**src/rtl/dmt_pkg.sv**
```systemverilog
// Package: shared offsets, key values and status bit positions for the
// deadman timer. Assumes byte offsets fit in the bus address width.
package dmt_pkg;
    localparam logic [7:0] OFS_CTRL  = 8'h00;
    localparam logic [7:0] OFS_ARM   = 8'h10;
    localparam logic [7:0] OFS_KICK  = 8'h20;
    localparam logic [7:0] OFS_STAT  = 8'h30;
    localparam logic [7:0] OFS_COUNT = 8'h40;
    localparam logic [7:0] OFS_LIMIT = 8'h60;
    localparam logic [7:0] OFS_OPEN  = 8'h70;

    localparam int EN_BIT     = 15;
    localparam int ARM_LSB    = 8;
    localparam int STAT_WIN   = 0;
    localparam int STAT_EVT   = 5;
    localparam int STAT_BAD2  = 6;
    localparam int STAT_BAD1  = 7;
    localparam int CAUSE_BIT  = 5;

    localparam logic [7:0] ARM_KEY  = 8'h40;
    localparam logic [7:0] KICK_KEY = 8'h08;

    typedef struct packed {
        logic bad1;
        logic bad2;
        logic evt;
        logic win;
    } dmt_flags_t;
endpackage

```
**src/rtl/dmt_regbank.sv**
```systemverilog
// Register bank: decodes bus writes, holds the enable, limit and opening
// point, produces key strobes and the read mux. Assumes one access per clock
// and that software keeps the opening point at or below the limit.
module dmt_regbank
    import dmt_pkg::*;
#(
    parameter int ADDR_W = 8,
    parameter int DATA_W = 32,
    parameter int CNT_W  = 32,
    parameter logic [CNT_W-1:0] LIMIT_RST = CNT_W'(1000),
    parameter logic [CNT_W-1:0] OPEN_RST  = CNT_W'(500)
) (
    input  logic              clk,
    input  logic              rst_n,
    input  logic [ADDR_W-1:0] addr,
    input  logic [DATA_W-1:0] wdata,
    input  logic              we,
    input  logic [CNT_W-1:0]  cnt,
    input  dmt_flags_t        flags,
    output logic              en,
    output logic              quiet,
    output logic [CNT_W-1:0]  limit,
    output logic [CNT_W-1:0]  open_at,
    output logic              arm_stb,
    output logic              kick_stb,
    output logic [DATA_W-1:0] rdata
);
    logic acc;
    logic hit_ctrl, hit_arm, hit_kick, hit_limit, hit_open;

    // Decode: a write is honoured unless it falls in the quiet cycle.
    assign acc       = we && !quiet;
    assign hit_ctrl  = (addr == ADDR_W'(OFS_CTRL));
    assign hit_arm   = (addr == ADDR_W'(OFS_ARM));
    assign hit_kick  = (addr == ADDR_W'(OFS_KICK));
    assign hit_limit = (addr == ADDR_W'(OFS_LIMIT));
    assign hit_open  = (addr == ADDR_W'(OFS_OPEN));

    // Key strobes: only while enabled.
    assign arm_stb  = acc && en && hit_arm;
    assign kick_stb = acc && en && hit_kick;

    // Enable bit and the one-cycle quiet flag after a disable.
    always_ff @(posedge clk) begin
        if (!rst_n) begin
            en    <= 1'b0;
            quiet <= 1'b0;
        end else begin
            quiet <= acc && hit_ctrl && en && !wdata[EN_BIT];
            if (acc && hit_ctrl) en <= wdata[EN_BIT];
        end
    end

    // Limit and opening point, writable only while disabled.
    always_ff @(posedge clk) begin
        if (!rst_n) begin
            limit   <= LIMIT_RST;
            open_at <= OPEN_RST;
        end else if (acc && !en) begin
            if (hit_limit) limit   <= wdata[CNT_W-1:0];
            if (hit_open)  open_at <= wdata[CNT_W-1:0];
        end
    end

    // Read mux; zero during the quiet cycle.
    always_comb begin
        rdata = '0;
        if (!quiet) begin
            unique case (1'b1)
                hit_ctrl:  rdata[EN_BIT] = en;
                (addr == ADDR_W'(OFS_STAT)): begin
                    rdata[STAT_WIN]  = flags.win;
                    rdata[STAT_EVT]  = flags.evt;
                    rdata[STAT_BAD2] = flags.bad2;
                    rdata[STAT_BAD1] = flags.bad1;
                end
                (addr == ADDR_W'(OFS_COUNT)): rdata = DATA_W'(cnt);
                hit_limit: rdata = DATA_W'(limit);
                hit_open:  rdata = DATA_W'(open_at);
                default:   rdata = '0;
            endcase
        end
    end
endmodule

```
**src/rtl/dmt_counter.sv**
```systemverilog
// Counter: advances while enabled and no event is pending, clears on a good
// key sequence, holds at the limit. Derives the clear window and the expiry.
// Assumes the limit and opening point are stable while enabled.
module dmt_counter #(
    parameter int CNT_W = 32
) (
    input  logic             clk,
    input  logic             rst_n,
    input  logic             en,
    input  logic             evt,
    input  logic             clr,
    input  logic [CNT_W-1:0] limit,
    input  logic [CNT_W-1:0] open_at,
    output logic [CNT_W-1:0] cnt,
    output logic             win,
    output logic             expire
);
    logic at_limit;

    // Window and expiry decode from the current count.
    assign at_limit = (cnt == limit);
    assign win      = en && !evt && (cnt >= open_at) && (cnt < limit);
    assign expire   = en && !evt && !clr && at_limit;

    // Count register.
    always_ff @(posedge clk) begin
        if (!rst_n || !en) begin
            cnt <= '0;
        end else if (clr) begin
            cnt <= '0;
        end else if (!evt && !at_limit) begin
            cnt <= cnt + CNT_W'(1);
        end
    end
endmodule

```
**src/rtl/dmt_keyseq.sv**
```systemverilog
// Key sequencer: tracks the armed state and checks both keys. Emits a good
// clear pulse, a fault pulse and the two sticky bad-key flags. Assumes the
// strobes are already gated by the enable.
module dmt_keyseq
    import dmt_pkg::*;
(
    input  logic       clk,
    input  logic       rst_n,
    input  logic       en,
    input  logic       win,
    input  logic       arm_stb,
    input  logic       kick_stb,
    input  logic [7:0] arm_key,
    input  logic [7:0] kick_key,
    output logic       kick_ok,
    output logic       key_fault,
    output logic       bad1,
    output logic       bad2
);
    logic armed;
    logic arm_ok, arm_bad, kick_bad;

    // Key comparison.
    assign arm_ok    = arm_stb && (arm_key == ARM_KEY);
    assign arm_bad   = arm_stb && (arm_key != ARM_KEY);
    assign kick_ok   = kick_stb && armed && win && (kick_key == KICK_KEY);
    assign kick_bad  = kick_stb && !kick_ok;
    assign key_fault = arm_bad || kick_bad;

    // Armed state between the two steps.
    always_ff @(posedge clk) begin
        if (!rst_n || !en)   armed <= 1'b0;
        else if (kick_stb)   armed <= 1'b0;
        else if (arm_ok)     armed <= 1'b1;
        else if (arm_bad)    armed <= 1'b0;
    end

    // Sticky bad-key flags.
    always_ff @(posedge clk) begin
        if (!rst_n) begin
            bad1 <= 1'b0;
            bad2 <= 1'b0;
        end else begin
            if (arm_bad)  bad1 <= 1'b1;
            if (kick_bad) bad2 <= 1'b1;
        end
    end
endmodule

```
**src/rtl/deadman_timer.sv**
```systemverilog
// Deadman timer top: joins the register bank, counter and key sequencer,
// holds the sticky event and drives the reset request and cause vector.
// Assumes a single clock domain and a synchronous active-low reset.
module deadman_timer
    import dmt_pkg::*;
#(
    parameter int ADDR_W = 8,
    parameter int DATA_W = 32,
    parameter int CNT_W  = 32,
    parameter logic [CNT_W-1:0] LIMIT_RST = CNT_W'(1000),
    parameter logic [CNT_W-1:0] OPEN_RST  = CNT_W'(500)
) (
    input  logic              clk,
    input  logic              rst_n,
    input  logic [ADDR_W-1:0] bus_addr,
    input  logic [DATA_W-1:0] bus_wdata,
    input  logic              bus_we,
    output logic [DATA_W-1:0] bus_rdata,
    output logic              reset_req,
    output logic [7:0]        cause
);
    logic             en_q, quiet_q, arm_stb, kick_stb;
    logic [CNT_W-1:0] limit_q, open_q, cnt_q;
    logic             win, expire, kick_ok, key_fault, bad1, bad2, evt_q;
    dmt_flags_t       flags;

    assign flags = '{bad1: bad1, bad2: bad2, evt: evt_q, win: win};

    dmt_regbank #(
        .ADDR_W(ADDR_W), .DATA_W(DATA_W), .CNT_W(CNT_W),
        .LIMIT_RST(LIMIT_RST), .OPEN_RST(OPEN_RST)
    ) u_regs (
        .clk(clk), .rst_n(rst_n), .addr(bus_addr), .wdata(bus_wdata),
        .we(bus_we), .cnt(cnt_q), .flags(flags), .en(en_q), .quiet(quiet_q),
        .limit(limit_q), .open_at(open_q), .arm_stb(arm_stb),
        .kick_stb(kick_stb), .rdata(bus_rdata)
    );

    dmt_counter #(.CNT_W(CNT_W)) u_cnt (
        .clk(clk), .rst_n(rst_n), .en(en_q), .evt(evt_q), .clr(kick_ok),
        .limit(limit_q), .open_at(open_q), .cnt(cnt_q), .win(win),
        .expire(expire)
    );

    dmt_keyseq u_keys (
        .clk(clk), .rst_n(rst_n), .en(en_q), .win(win), .arm_stb(arm_stb),
        .kick_stb(kick_stb), .arm_key(bus_wdata[ARM_LSB +: 8]),
        .kick_key(bus_wdata[7:0]), .kick_ok(kick_ok), .key_fault(key_fault),
        .bad1(bad1), .bad2(bad2)
    );

    // Sticky deadman event from expiry or any key fault.
    always_ff @(posedge clk) begin
        if (!rst_n)                     evt_q <= 1'b0;
        else if (expire || key_fault)   evt_q <= 1'b1;
    end

    // Outputs toward the reset controller.
    always_comb begin
        cause            = '0;
        cause[CAUSE_BIT] = evt_q;
        reset_req        = evt_q;
    end
endmodule

```
**config.mk**
```make
export PLATFORM = sky130hd
export DESIGN_NAME = deadman_timer
export DESIGN_NICKNAME = d
export VERILOG_FILES = /design/src/rtl/dmt_pkg.sv /design/src/rtl/dmt_regbank.sv /design/src/rtl/dmt_counter.sv /design/src/rtl/dmt_keyseq.sv /design/src/rtl/deadman_timer.sv
export SDC_FILE = /design/constraint.sdc
export NUM_CORES = 1
export LEC_CHECK = 0
export ABC_AREA = 0
export BUFFER_PORTS_ARGS = -buffer_cell sky130_fd_sc_hd__buf_4
export CORE_MARGIN = 5
export CORE_UTILIZATION = 49
export DETAILED_ROUTE_END_ITERATION = 8
export PLACE_DENSITY = 0.79
export SETUP_SLACK_MARGIN = 0.05
export SKIP_CTS_REPAIR_TIMING = 1
export SLEW_MARGIN = 20
export SYNTH_ARGS = -nofsm -noshare
export SYNTH_HDL_FRONTEND = slang
export SYNTH_SLANG_ARGS = --single-unit
```
**constraint.sdc**
```tcl
create_clock -name clk -period 2.8 [get_ports clk]
set_input_delay 0.14 -clock clk [delete_from_list [all_inputs] [get_ports clk]]
set_output_delay 0.14 -clock clk [all_outputs]
set_load 0.05 [all_outputs]
```
Yosys cells after proc, flatten, opt, wreduce, memory -nomap -nowiden. Cells that the tools add are included.

Register bits after elaboration: 102. Bits in latches: 0. Memory bits (writable): 0. ROM bits: 0. Input bits: 43. Output and inout port bits: 41. Logic and storage cells: 67. Memories kept: 0.

Add/subtract/negate cells: 1. $mul: 0. Divide/modulo/power cells: 0. $lt $le $gt $ge: 2. Eq/ne operators: 10. Shift operators: 0. Mux-type cells: 9. Bitwise logic cells: 0. Reductions and logical operators: 36.

Operators by type and width (count): 16-bit one-hot mux with 3 select lines (1); 32-bit by 1-bit adder with 32-bit output (second input constant) (1); 32-bit == test (1); 8-bit by 7-bit == test with 1-bit output (second input constant) (4); 32-bit greater-or-equal comparator (1); 32-bit less-than comparator (1); 32-bit 2-to-1 mux (1); 7-bit one-hot mux with 3 select lines (1); 1-bit logical AND (20); 8-bit by 6-bit == test with 1-bit output (second input constant) (2); 3-bit one-hot mux with 4 select lines (1); 4-bit one-hot mux with 3 select lines (1); 8-bit by 4-bit == test with 1-bit output (second input constant) (1); 8-bit by 5-bit == test with 1-bit output (second input constant) (1); 8-bit zero test (1); 8-bit by 7-bit != test with 1-bit output (second input constant) (1); 1-bit one-hot mux with 4 select lines (2); 1-bit zero test (7); 2-bit AND reduction (2); 2-bit OR reduction (2); 1-bit logical OR (3); 1-bit 2-to-1 mux (2); 2-bit nonzero test (1).

Logic depth before layout (Yosys ltp). Gate-level depths: netlist (run 1).

Depth in word-level cells: 11. Mapped depth: 10. Gate-level depth less buffers: 8.

Hierarchy. A second synthesis (run 1) with hierarchy kept.

Cell total of the unflattened synthesis: 836. Area, all modules: 6985.4 µm².

Modules (own cells, without submodules): dmt_regbank (times used 1, cells an instance 392, area each 3454.6 µm², sequential area each 1321.3 µm²); dmt_counter (times used 1, cells an instance 415, area each 3276.9 µm², sequential area each 640.6 µm²); dmt_keyseq (times used 1, cells an instance 18, area each 161.4 µm², sequential area each 60.1 µm²); deadman_timer (times used 1, cells an instance 11, area each 92.6 µm², sequential area each 20.0 µm²).

Worst setup path before layout (run 1). OpenSTA, ideal clock, no wires.

Path type: register to output. From: register u_cnt.cnt[15]. To: output bus_rdata[0]. Data arrival time: 2.503 ns. Slack: 0.157 ns. Stages on the path, launching flop included: 8. Buffers on the path: 0. Path through: dfxtp_1 > ha_1 > nand4_1 > or2_2 > a2111oi_0 > o41a_1 > o2111ai_1 > a21oi_1.

Longest elaborated chain between the ends: 5. Elaborated cells on any way between the ends: 6. Those cells by class: order compare (2); mux (2); reduce/logical (2).

RTL lines: start: declaration (line dmt_counter.sv:14) `output logic [CNT_W-1:0] cnt,`; start signal: assignment (line dmt_counter.sv:32) `cnt <= cnt + CNT_W'(1);`; 32-bit greater-or-equal comparator (line dmt_counter.sv:22) `assign win = en && !evt && (cnt >= open_at) && (cnt < limit);`; 1-bit logical AND (line dmt_counter.sv:22); 1-bit logical AND (*) (line dmt_counter.sv:22); 1-bit one-hot mux with 4 select lines (*) (line dmt_regbank.sv:69) `unique case (1'b1)`; 32-bit 2-to-1 mux (*) (line dmt_regbank.sv:68) `if (!quiet) begin`; end: declaration (line deadman_timer.sv:18) `output logic [DATA_W-1:0] bus_rdata,`.

Mark *: on every way between the ends. The rest lies on a longest branch, timed or not.

Worst setup path after layout (run 1).
From: register u_cnt.cnt[2]. To: output bus_rdata[0].

The elaborated chain is that of the path after synthesis.

==> parameters.txt, run 1 <==
Parameter                              Value

Critical path
  Endpoint required time on the critical path    between 2 and 3 ns
  Number of buffer and inverter stages on the critical path    1
  CP top delay family    compound AO/OA/AOI/OAI gates
  Worst setup EP type    output port
  Kind of critical path    flip-flop to output port
  Arrival @ worst endpoint    around 2.6 ns
  Peak fanout along the critical path    8
  Cell at the slowest stage of the critical path    sky130_fd_sc_hd__dfxtp_1
  Critical Path Max Stage Delay    0.49 ns
  Type of element launching the critical path    flip-flop
  Worst-path cell chain    ha_1, o21ai_0, a2111oi_4, o41a_1, o2111ai_2, a21oi_2, buf_6

Floorplan
  Vertical extent of the die    ~130 µm
  Starting density of the core    a little under 50%
  Die Outline Area    16500 µm²
  Floorplan row count    43
  Number of ports placed on the die boundary    84
  Die width    128 µm
  Core footprint    13800 µm²

Finish
  Post-Layout Inst Area    8070 µm²
  Inserted Diodes    0
  Most used cells in the layout excluding fill and tap cells    sky130_fd_sc_hd__nand2_1, sky130_fd_sc_hd__buf_4, sky130_fd_sc_hd__dfxtp_1
  Most common cell after layout, fill and taps aside    sky130_fd_sc_hd__nand2_1
  Share of post-route cells with drive strength above 1    a little over a fifth
  Synthesis-to-finish area growth    17.4%
  Total Nets Final    ~1000
  Core Util, Final    58.4%

GRT
  Total GRT Usage    23.1%
  Vias in the first global route    about 6000
  First-pass GRT wire length    30700 µm
  Remaining global-route overflow    0
  Initial antenna violation count    0
  Largest net degree at the start of global routing    72

Timing
  Final setup viols    0
  Post-route clock period utilization    96.0%
  Number of max-slew violations in the final report    0
  RSZ-0062 raised after global routing    false
  Final period demand of the worst path    between 2 and 3 ns
  Max Fclk    0.372 GHz
  Final hold violations    0
  Worst Skew    0.00824 ns
  Tightest Pin Transition    0.732 ns
  Relative slew slack    50.9%
  Smallest hold slack    0.0296 ns

Min path
  Class of the worst hold path    primary input to flip-flop

Yosys
  Flops & latches, synth    102
  Synth Cell Area    6870 µm²
  Yosys warnings    0
  Dominant synthesized flop cell    sky130_fd_sc_hd__dfxtp_1
  Mean area per synthesized cell    7.96 µm²
  Top cells by area in the synthesized netlist    sky130_fd_sc_hd__dfxtp_1, sky130_fd_sc_hd__ha_1, sky130_fd_sc_hd__nand2_1
  Sequential element share of the synthesized area    29.7%
  Library cell occupying the most area in the post-synthesis netlist    sky130_fd_sc_hd__dfxtp_1
  Cell count after synthesis    864
  EDFF count, synth    0
  Synth unique cells    58
  Share of the synthesized area in the top cell type    29.7%
  Post-synthesis async set-or-reset flop share    0%

Detailed routing
  Routed wire length per instance    17.3 µm
  Post-route ant nets    0
  Via density per instance    between 5 and 6
  Initial DRT Pass Iterations    5
  Total number of vias    6459
  First-iteration detailed-routing DRC count    477
  Remaining DRCs    0
  Total length of routed wires    19300 µm

Place
  Area of placed instances    7640 µm²
  Port Buffer Count    76
  Post-detail-place hpwl    about 14000 µm
  Final Wtd Congestion    0.906

Clock tree
  Cell chosen for the clock root    sky130_fd_sc_hd__clkbuf_16
  Clock-pin transition on the worst setup and hold timing paths    0.07 ns
  Clock Latency Late Sink    between 0.3 and 0.4 ns
  Number of sinks driven by the clock tree    between 100 and 150
  Worst-case clock buffer depth    2
  Number of levels the H-tree was split into    3
  TritonCTS clock tree    done
  Number of buffers created by CTS    9

Power
  VDD IR-drop max    0.322 mV
  Leakage power    roughly 0.0030 µW
  Overall power consumption    2760 µW
  Power density of the placed cells    about 340 nW/µm²

Outcome
  Run status    finished clean

Job
  Max_cap viols    0
[registers in the layout (all words and copies together) (netlist names)]
name,cells
u_keys.bad1,1
u_regs.limit,32
u_regs.open_at,32
u_regs.en,1
u_regs.quiet,1
u_keys.bad2,1
reset_req,1
u_cnt.cnt,32
u_keys.armed,1
[cell usage after synthesis (8+ instances only)]
cell,n
sky130_fd_sc_hd__xor2_1,24
sky130_fd_sc_hd__nor2_1,43
sky130_fd_sc_hd__clkbuf_1,33
sky130_fd_sc_hd__ha_1,65
sky130_fd_sc_hd__and4_1,9
sky130_fd_sc_hd__nand3_1,20
sky130_fd_sc_hd__buf_4,9
sky130_fd_sc_hd__buf_2,8
sky130_fd_sc_hd__a21oi_1,29
sky130_fd_sc_hd__a21boi_0,50
sky130_fd_sc_hd__a22oi_1,29
sky130_fd_sc_hd__o211ai_1,13
sky130_fd_sc_hd__nand2_1,171
sky130_fd_sc_hd__dfxtp_1,102
sky130_fd_sc_hd__and3_1,8
sky130_fd_sc_hd__inv_1,66
sky130_fd_sc_hd__nand4_1,21
sky130_fd_sc_hd__o21ai_0,41
sky130_fd_sc_hd__nor3_2,30
[cell families after synthesis]
kind of cell,count (synthesis),synth area share (%)
compound gates,196,19.9
xor+xnor,31,3.95
fa+ha+maj,65,11.8
buf+inv,123,7.79
flops,102,29.7
mux,8,1.24
other cells,1,0.0546
simple gates,338,25.5
[per-stage QoR]
| stage | setup slack [ns] | cells | TNS, ns |
|---|---|---|---|
| 6_report | 0.112 | 1115 | 0 |
| 5_1_grt | 0.00929 | 1115 | 0 |
| 4_1_cts | -0.219 | 1112 | -0.219 |
| 3_5_place_dp | 0.184 | 1099 | 0 |
| 3_3_place_gp | 0.309 | 1099 | 0 |
| 2_1_floorplan | 0.157 | 870 | 0 |
[cell type report]
class,count,area [µm²]
clock buffer,10,229
clock inverter,3,15.0
fill,1255,5760
inverter,66,248
multi-input combinational,645,4480
sequential,102,2060
tap,180,225
timing repair buffer,109,822
[metal layers]
metal / track usage (%) / wire length, µm / vias up
met3: 4.57 / 1380 / 35
met4: 8.05 / 487 / 0
met2: 36.7 / 8720 / 254
met1: 31.4 / 8710 / 3043
met5: 0 / 0 / -
li1: - / - / 3127
[worst register-to-register path, cell delays in order (launching register included)]
cell	delay [ns]
sky130_fd_sc_hd__dfxtp_1	0.34
sky130_fd_sc_hd__inv_1	0.07
sky130_fd_sc_hd__ha_1	0.28
sky130_fd_sc_hd__nand4_1	0.15
sky130_fd_sc_hd__buf_4	0.19
sky130_fd_sc_hd__nor4_4	0.58
sky130_fd_sc_hd__a21oi_1	0.37
sky130_fd_sc_hd__nand3_1	0.19
sky130_fd_sc_hd__xor2_1	0.23
sky130_fd_sc_hd__nor3_2	0.06
[report_power, final]
group          switching [µW]  internal [µW]
Clock                     544            584
Combinational             114           67.9
Sequential              0.801           1450
Total                     659           2100
[worst paths after layout]
kind | from | endpoint | slack [ns] | cells past startpoint
min reg2reg | u_regs.limit[1] | u_regs.limit[1] | 0.46 | 2
min | bus_wdata[2] | u_regs.open_at[2] | 0.03 | 3
max reg2reg | u_regs.limit[12] | u_cnt.cnt[14] | 0.22 | 9
max | u_cnt.cnt[2] | bus_rdata[0] | 0.11 | 7
Power figures use the tool's default switching activity.
==> run 2, diff against run 1 <==
--- a/config.mk
+++ b/config.mk
@@ -10,6 +10,7 @@
 export CORE_MARGIN = 5
 export CORE_UTILIZATION = 49
 export DETAILED_ROUTE_END_ITERATION = 8
+export GPL_TIMING_DRIVEN = 0
 export PLACE_DENSITY = 0.79
 export SETUP_SLACK_MARGIN = 0.05
 export SKIP_CTS_REPAIR_TIMING = 1
==> constraint.sdc (replaced) <==
create_clock -name clk -period 2.8 [get_ports clk]
set_input_delay 0.56 -clock clk [delete_from_list [all_inputs] [get_ports clk]]
set_output_delay 0.56 -clock clk [all_outputs]
set_load 0.05 [all_outputs]
==> parameters.txt, run 2 (synthesis gave the netlist of run 1 again) <==
Parameter                              Value

Floorplan
  Floorplan row count    43 (unchanged)
  Core footprint    13800 µm² (unchanged)
  Die width    128 µm (unchanged)
  Starting density of the core    49.7% (unchanged)
  Number of ports placed on the die boundary    84 (unchanged)
  Die Outline Area    16500 µm² (unchanged)
  Vertical extent of the die    128 µm (unchanged)

Detailed routing
  Total number of vias    6745 (+4.4%)
  Met2 routed WL    9880 µm (+13%)
  Total length of routed wires    21500 µm (+11%)
  Via density per instance    5.84 (+0.90%)
  Remaining DRCs    0 (unchanged)
  Met1 wire length    9570 µm (+9.9%)
  Met3 wire length    1490 µm (+8.3%)
  First-iteration detailed-routing DRC count    722 (+51%)
  Post-route ant nets    0 (unchanged)
  Routed wire length per instance    18.6 µm (+7.5%)
  Initial DRT Pass Iterations    7 (+2)
  Uppermost layer routed    met4

Timing
  Smallest hold slack    0.450 ns (+0.421 ns)
  Final hold violations    0 (unchanged)
  Post-route clock period utilization    115% (+19 points)
  Relative slew slack    49.7% (-1.2 points)
  Tightest Pin Transition    0.755 ns (+0.0231 ns)
  Final period demand of the worst path    3.21 ns (+0.521 ns)
  RSZ-0062 raised after global routing    true
  Final worst slack    -0.409 ns (-0.521 ns)
  Number of max-slew violations in the final report    0 (unchanged)
  Final setup viols    1 (+1)
  Max Fclk    0.312 GHz (-16%)
  Worst Skew    0.0123 ns (+0.00406 ns)

Critical path
  Worst setup startpoint    u_regs.open_at[13]
  Peak fanout along the critical path    3 (-5)
  FF-to-FF setup slack    0.24 ns (+0.02 ns)
  R2r endpoint    u_cnt.cnt[7]
  Endpoint required time on the critical path    2.24 ns (-0.42 ns)
  Kind of critical path    flip-flop to output port
  Length in cells of the worst reg-to-reg path    9 (unchanged)
  Arrival @ worst endpoint    2.65 ns (+0.10 ns)
  Worst setup path endpoint    bus_rdata[0]
  Worst setup EP type    output port
  Type of element launching the critical path    flip-flop
  Startpoint of the lowest-slack register-to-register path    u_regs.open_at[1]

Clock tree
  Cell chosen for the clock root    sky130_fd_sc_hd__clkbuf_16
  Clock-pin transition on the worst setup and hold timing paths    0.07 ns (about the same)
  TritonCTS clock tree    done
  Number of levels the H-tree was split into    3 (unchanged)
  Number of buffers created by CTS    9 (unchanged)
  Worst-case clock buffer depth    2 (unchanged)
  Number of sinks driven by the clock tree    102 (unchanged)
  Clock Latency Late Sink    0.36 ns (about the same)

GRT
  First-pass GRT wire length    32800 µm (+6.8%)
  Largest net degree at the start of global routing    17 (-76%)
  Total GRT Usage    25.2% (+2.0 points)
  Vias in the first global route    6157 (+3.0%)
  Initial antenna violation count    0 (unchanged)
  Remaining global-route overflow    0 (unchanged)

Power
  Power density of the placed cells    342 nW/µm² (-0.16%)
  VDD IR-drop max    0.284 mV (-12%)
  Overall power consumption    2960 µW (+7.2%)
  Leakage power    0.00319 µW (+6.3%)

Place
  Post-detail-place hpwl    15500 µm (+9.6%)
  Area of placed instances    7800 µm² (+2.1%)
  Pre-CTS setup slack    -0.489 ns (-0.673 ns)
  Final Wtd Congestion    0.922 (+1.8%)
  Port Buffer Count    74 (-2.6%)

Finish
  Largest registers    u_cnt.cnt: 32 flops, u_regs.limit: 32 flops, u_regs.open_at: 32 flops
  Post-Layout Inst Area    8670 µm² (+7.4%)
  Share of post-route cells with drive strength above 1    24.9% (+4.1 points)
  Inserted Diodes    0 (unchanged)
  Most used cells in the layout excluding fill and tap cells    sky130_fd_sc_hd__nand2_1, sky130_fd_sc_hd__dfxtp_1, sky130_fd_sc_hd__buf_4
  Total Nets Final    1078 (+3.6%)
  Core Util, Final    62.7% (+4.3 points)
  Most common cell after layout, fill and taps aside    sky130_fd_sc_hd__nand2_1
  Synthesis-to-finish area growth    26.1%

Outcome
  Violations in the final reports    setup timing
  Run status    finished, violations left

Min path
  Class of the worst hold path    primary input to flip-flop

Job
  Max_cap viols    0 (unchanged)
[run 2: cell types whose count changed in the layout (fill, tap and decap cells not counted), sizes merged]
cell	previous run	this run
bufinv	0	1
clkinvlp	0	1
or3	3	4
clkbuf	10	45
buf	109	110
[run 2: final cells by class]
type,instances,area [µm²]
sequential,102,2080
fill,1143,5160
buffer,56,332
clock inverter,5,60.1
multi-input combinational,646,4650
tap,180,225
clock buffer,10,239
inverter,66,248
timing repair buffer,89,838
[run 2: worst max-delay path, stage by stage, from the launching register on]
cell and delay, ns:
sky130_fd_sc_hd__dfxtp_2 0.35, sky130_fd_sc_hd__inv_2 0.05, sky130_fd_sc_hd__ha_4 0.25, sky130_fd_sc_hd__nand4_1 0.20, sky130_fd_sc_hd__or2_4 0.31, sky130_fd_sc_hd__a2111oi_4 0.33, sky130_fd_sc_hd__o41a_1 0.28, sky130_fd_sc_hd__o2111ai_2 0.15
sky130_fd_sc_hd__a21oi_2 0.20, sky130_fd_sc_hd__buf_6 0.18
[run 2: how the worst min path moves through the flow]
stage                    startpoint           endpoint  slack (ns)  depth (start not counted)
detailed placement  u_regs.limit[1]    u_regs.limit[1]        0.44                          2
finish                 bus_wdata[7]  u_regs.open_at[7]        0.45                          3
global placement    u_regs.limit[1]    u_regs.limit[1]        0.44                          2
global route           bus_wdata[7]  u_regs.open_at[7]        0.45                          3
CTS                    bus_wdata[2]  u_regs.open_at[2]        0.44                          3
floorplan               u_keys.bad2        u_keys.bad2        0.42                          2
[run 2: layer usage]
| layer | up-vias | track usage, % |
|---|---|---|
| met5 | - | 0 |
| met2 | 311 | 39.5 |
| met3 | 49 | 5.19 |
| met1 | 3178 | 34.7 |
| met4 | 0 | 8.05 |
| li1 | 3207 | - |
[run 2: stage by stage]
step | setup TNS [ns] | std cells
6_report | -0.409 | 1154
5_1_grt | -0.427 | 1154
4_1_cts | -10.87 | 1139
3_5_place_dp | -9.96 | 1124
3_3_place_gp | -9.23 | 1124
2_1_floorplan | -0.757 | 870
[run 2: power by group]
| part | internal (µW) | switching [µW] | leakage (µW) |
|---|---|---|---|
| clock network | 715 | 585 | 0.000145 |
| logic | 83.1 | 132 | 0.00222 |
| registers | 1450 | 0.862 | 0.000832 |
==> run 3, diff against run 2 <==
--- a/config.mk
+++ b/config.mk
@@ -5,7 +5,7 @@
 export SDC_FILE = /design/constraint.sdc
 export NUM_CORES = 1
 export LEC_CHECK = 0
-export ABC_AREA = 0
+export ABC_AREA = 1
 export BUFFER_PORTS_ARGS = -buffer_cell sky130_fd_sc_hd__buf_4
 export CORE_MARGIN = 5
 export CORE_UTILIZATION = 49
==> parameters.txt, run 3 <==
Parameter                              Value

Outcome
  Run status    finished, violations left
  Violations in the final reports    setup timing

Timing
  Tightest Pin Transition    0.893 ns (+0.138 ns)
  Final worst slack    -0.0110 ns (+0.398 ns)
  Final setup viols    1 (unchanged)
  Final hold violations    0 (unchanged)
  Post-route clock period utilization    100% (-14 points)
  Final period demand of the worst path    2.81 ns (-0.398 ns)
  Smallest hold slack    0.416 ns (-0.0345 ns)
  Final sum of negative setup slack    -0.0110 ns (+0.398 ns)
  Worst Skew    0.00979 ns (-0.00251 ns)
  Number of max-slew violations in the final report    0 (unchanged)
  Relative slew slack    40.4% (-9.2 points)
  Max Fclk    0.356 GHz (+14%)
  RSZ-0062 raised after global routing    true

GRT
  GRT met1 Usage    36.5% (+1.8 points)
  Remaining global-route overflow    0 (unchanged)
  Vias in the first global route    6851 (+11%)
  Gr busiest metal    met2
  Fraction of met2 tracks used by global routing    42.7% (+3.2 points)
  Initial antenna violation count    0 (unchanged)
  First-pass GRT wire length    35400 µm (+8.0%)
  Largest net degree at the start of global routing    17 (unchanged)
  Total GRT Usage    27.1% (+1.9 points)
  Met3 usage    4.28% (-0.91 points)

Power
  Switch Pwr    700 µW (-2.5%)
  Logic gate share of total power    5.4% (-1.9 points)
  Overall power consumption    3010 µW (+1.7%)
  Fraction of power consumed by the clock network    46.8% (+2.9 points)
  VDD IR-drop max    0.367 mV (+29%)
  Reg power frac    47.9% (-0.9 points)
  Power density of the placed cells    352 nW/µm² (+3.1%)
  Leakage power    0.00386 µW (+21%)
  Switching share of total power    23.2% (-1.0 points)
  Int Pwr    2310 µW (+3.1%)

Critical path
  Worst setup EP type    output port
  Endpoint required time on the critical path    2.24 ns (about the same)
  FF-to-FF setup slack    0.43 ns (+0.19 ns)
  Arrival @ worst endpoint    2.25 ns (-0.40 ns)
  Length in cells of the worst reg-to-reg path    11 (+2)
  R2r endpoint    u_cnt.cnt[25]
  Peak fanout along the critical path    6 (+3)
  Worst setup path endpoint    bus_rdata[0]
  Startpoint of the lowest-slack register-to-register path    u_cnt.cnt[24]
  Type of element launching the critical path    flip-flop
  Kind of critical path    flip-flop to output port
  Worst setup startpoint    u_cnt.cnt[7]

Place
  Area of placed instances    7740 µm² (-0.71%)
  Post-detail-place hpwl    17100 µm (+11%)
  Port Buffer Count    76 (+2.7%)
  Final Wtd Congestion    0.977 (+6.0%)

Clock tree
  Clock Latency Late Sink    0.35 ns (about the same)
  TritonCTS clock tree    done
  Cell chosen for the clock root    sky130_fd_sc_hd__clkbuf_16
  Worst-case clock buffer depth    2 (unchanged)
  Number of sinks driven by the clock tree    102 (unchanged)
  Clock-pin transition on the worst setup and hold timing paths    0.07 ns (about the same)
  Number of levels the H-tree was split into    3 (unchanged)
  Number of buffers created by CTS    9 (unchanged)

Yosys
  Arithmetic-cell share of the synthesized area counting full adders, half adders and majority gates    11.7% (-0.086 points)
  Yosys warnings    0 (unchanged)
  Basic-gate share of the synthesized area counting and, or, nand and nor cells    23.2% (-2.3 points)
  Synth Cell Area    6920 µm² (+0.73%)
  Dominant synthesized flop cell    sky130_fd_sc_hd__dfxtp_1
  Mux share of post-synthesis cell area    0% (-1.2 points)
  Share of the synthesized area in the top cell type    29.5% (-0.21 points)
  Synth Area in Compound Gates    19.0% (-0.90 points)
  Cell count after synthesis    1030 (+19%)
  Sequential element share of the synthesized area    29.5% (-0.21 points)
  Post-synthesis async set-or-reset flop share    0% (unchanged)
  Largest family of logic cells by synthesized area    simple AND/OR/NAND/NOR gates
  EDFF count, synth    0 (unchanged)
  Leading cell types by count after synthesis    sky130_fd_sc_hd__nand2_1, sky130_fd_sc_hd__inv_1, sky130_fd_sc_hd__a21oi_1
  Top cells by area in the synthesized netlist    sky130_fd_sc_hd__dfxtp_1, sky130_fd_sc_hd__ha_1, sky130_fd_sc_hd__nand2_1
  Flops & latches, synth    102 (unchanged)
  Xor/xnor share of the synthesized area    3.54% (-0.41 points)
  Library cell with the highest instance count after synthesis    sky130_fd_sc_hd__nand2_1
  Mean area per synthesized cell    6.72 µm² (-16%)
  Synth unique cells    41 (-29%)
  Library cell occupying the most area in the post-synthesis netlist    sky130_fd_sc_hd__dfxtp_1

Detailed routing
  Routed wire length per instance    17.8 µm (-4.3%)
  Initial DRT Pass Iterations    8 (+1)
  Via density per instance    5.62 (-3.8%)
  Remaining DRCs    0 (unchanged)
  Total number of vias    7402 (+9.7%)
  Total length of routed wires    23400 µm (+9.2%)
  Post-route ant nets    0 (unchanged)
  First-iteration detailed-routing DRC count    839 (+16%)

Floorplan
  Die width    129 µm (+0.33%)
  Core footprint    13900 µm² (+0.39%)
  Floorplan row count    43 (unchanged)
  Die Outline Area    16600 µm² (+0.67%)
  Starting density of the core    49.9% (+0.17 points)
  Vertical extent of the die    129 µm (+0.33%)
  Number of ports placed on the die boundary    84 (unchanged)

Finish
  Synthesis-to-finish area growth    23.5%
  Post-Layout Inst Area    8550 µm² (-1.3%)
  Area occupied by registers    2100 µm² (+1.1%)
  Total Nets Final    1240 (+15%)
  Number of filler cells placed in the layout    1278 (+12%)
  Largest registers    u_cnt.cnt: 32 flops, u_regs.limit: 32 flops, u_regs.open_at: 32 flops
  Inserted Diodes    0 (unchanged)
  Most common cell after layout, fill and taps aside    sky130_fd_sc_hd__nand2_1
  Total area of multi-input combinational cells    4320 µm² (-7.0%)
  Core Util, Final    61.6% (-1.1 points)
  Share of post-route cells with drive strength above 1    20.4% (-4.5 points)
  Most used cells in the layout excluding fill and tap cells    sky130_fd_sc_hd__nand2_1, sky130_fd_sc_hd__inv_1, sky130_fd_sc_hd__a21oi_1

Job
  Max_cap viols    0 (unchanged)

Min path
  Class of the worst hold path    primary input to flip-flop
-- run 3: cell count changes in the layout (fill, tap and decap cells not counted), moves of 13 or more --
| cell | change |
|---|---|
| sky130_fd_sc_hd__nand2_1 | +25 |
| sky130_fd_sc_hd__buf_8 | -13 |
| sky130_fd_sc_hd__nor2_4 | -20 |
| sky130_fd_sc_hd__buf_4 | +24 |
| sky130_fd_sc_hd__o22ai_1 | +15 |
| sky130_fd_sc_hd__a22oi_1 | -29 |
| sky130_fd_sc_hd__nor2_1 | +77 |
| sky130_fd_sc_hd__a21oi_1 | +76 |
| sky130_fd_sc_hd__nor3_1 | +14 |
| sky130_fd_sc_hd__nor3_2 | -26 |
| sky130_fd_sc_hd__nand2_2 | +13 |
| sky130_fd_sc_hd__a21boi_0 | -50 |
| sky130_fd_sc_hd__inv_1 | +101 |
| sky130_fd_sc_hd__o21ai_0 | +39 |
-- run 3: worst min path at each step --
stage | end | from | slack [ns] | depth (start not counted)
floorplan | u_keys.bad2 | u_keys.bad2 | 0.44 | 2
global placement | u_keys.bad2 | u_keys.bad2 | 0.46 | 2
detailed placement | u_keys.bad2 | u_keys.bad2 | 0.47 | 2
CTS | u_regs.quiet | bus_wdata[15] | 0.42 | 2
global route | u_regs.quiet | bus_wdata[15] | 0.44 | 2
finish | u_regs.quiet | bus_wdata[15] | 0.42 | 2
-- run 3: final cells by class --
cell class	instances	share of cell area [%]
Tap cell	180	2.63
Clock inverter	6	0.995
Sequential cell	102	24.6
Clock buffer	10	2.79
Timing Repair Buffer	85	7.59
Multi-Input combinational cell	714	50.6
Buffer	46	3.19
Inverter	174	7.67
-- run 3: power groups by stage --
stage	Clock, µW	Sequential, µW	Combinational (µW)
floorplan	0	1490	76.0
global placement	0	1490	152
detailed placement	0	1490	153
CTS	1390	1450	154
global route	1450	1440	175
finish	1410	1440	162
-- run 3: critical path: stages (launching register included) --
cell                      delay, ns
sky130_fd_sc_hd__dfxtp_2       0.44
sky130_fd_sc_hd__ha_4          0.24
sky130_fd_sc_hd__a21o_1        0.19
sky130_fd_sc_hd__nor2_1        0.12
sky130_fd_sc_hd__nand2_1       0.11
sky130_fd_sc_hd__nand2_1       0.08
sky130_fd_sc_hd__nand2_1       0.06
sky130_fd_sc_hd__a21oi_2       0.17
sky130_fd_sc_hd__nand3_1       0.11
sky130_fd_sc_hd__a21oi_2       0.20
sky130_fd_sc_hd__buf_6         0.18
-- run 3: per-stage QoR --
stage | setup slack [ns] | cells
CTS | -0.281 | 1308
finish | -0.0110 | 1317
detailed placement | -0.208 | 1292
global placement | -0.203 | 1292
global route | -0.0528 | 1317
floorplan | 0.125 | 1036
-- run 3: logic make-up (layout without fill, tap and decap cells) --
group | count (synthesis) | in the layout
AND/OR/NAND/NOR | 377 | 377
adder cells (fa/ha/maj) | 65 | 65
XOR/XNOR | 28 | 28
flip-flops | 102 | 102
buffers and inverters | 220 | 321
other | 1 | 7
AO/OA/AOI/OAI | 237 | 237
-- run 3: metal layers --
layer	share of wire (%)	wire, µm
met5	0	0
met4	4.0	945
met3	8.3	1940
met2	46	10700
met1	42	9880
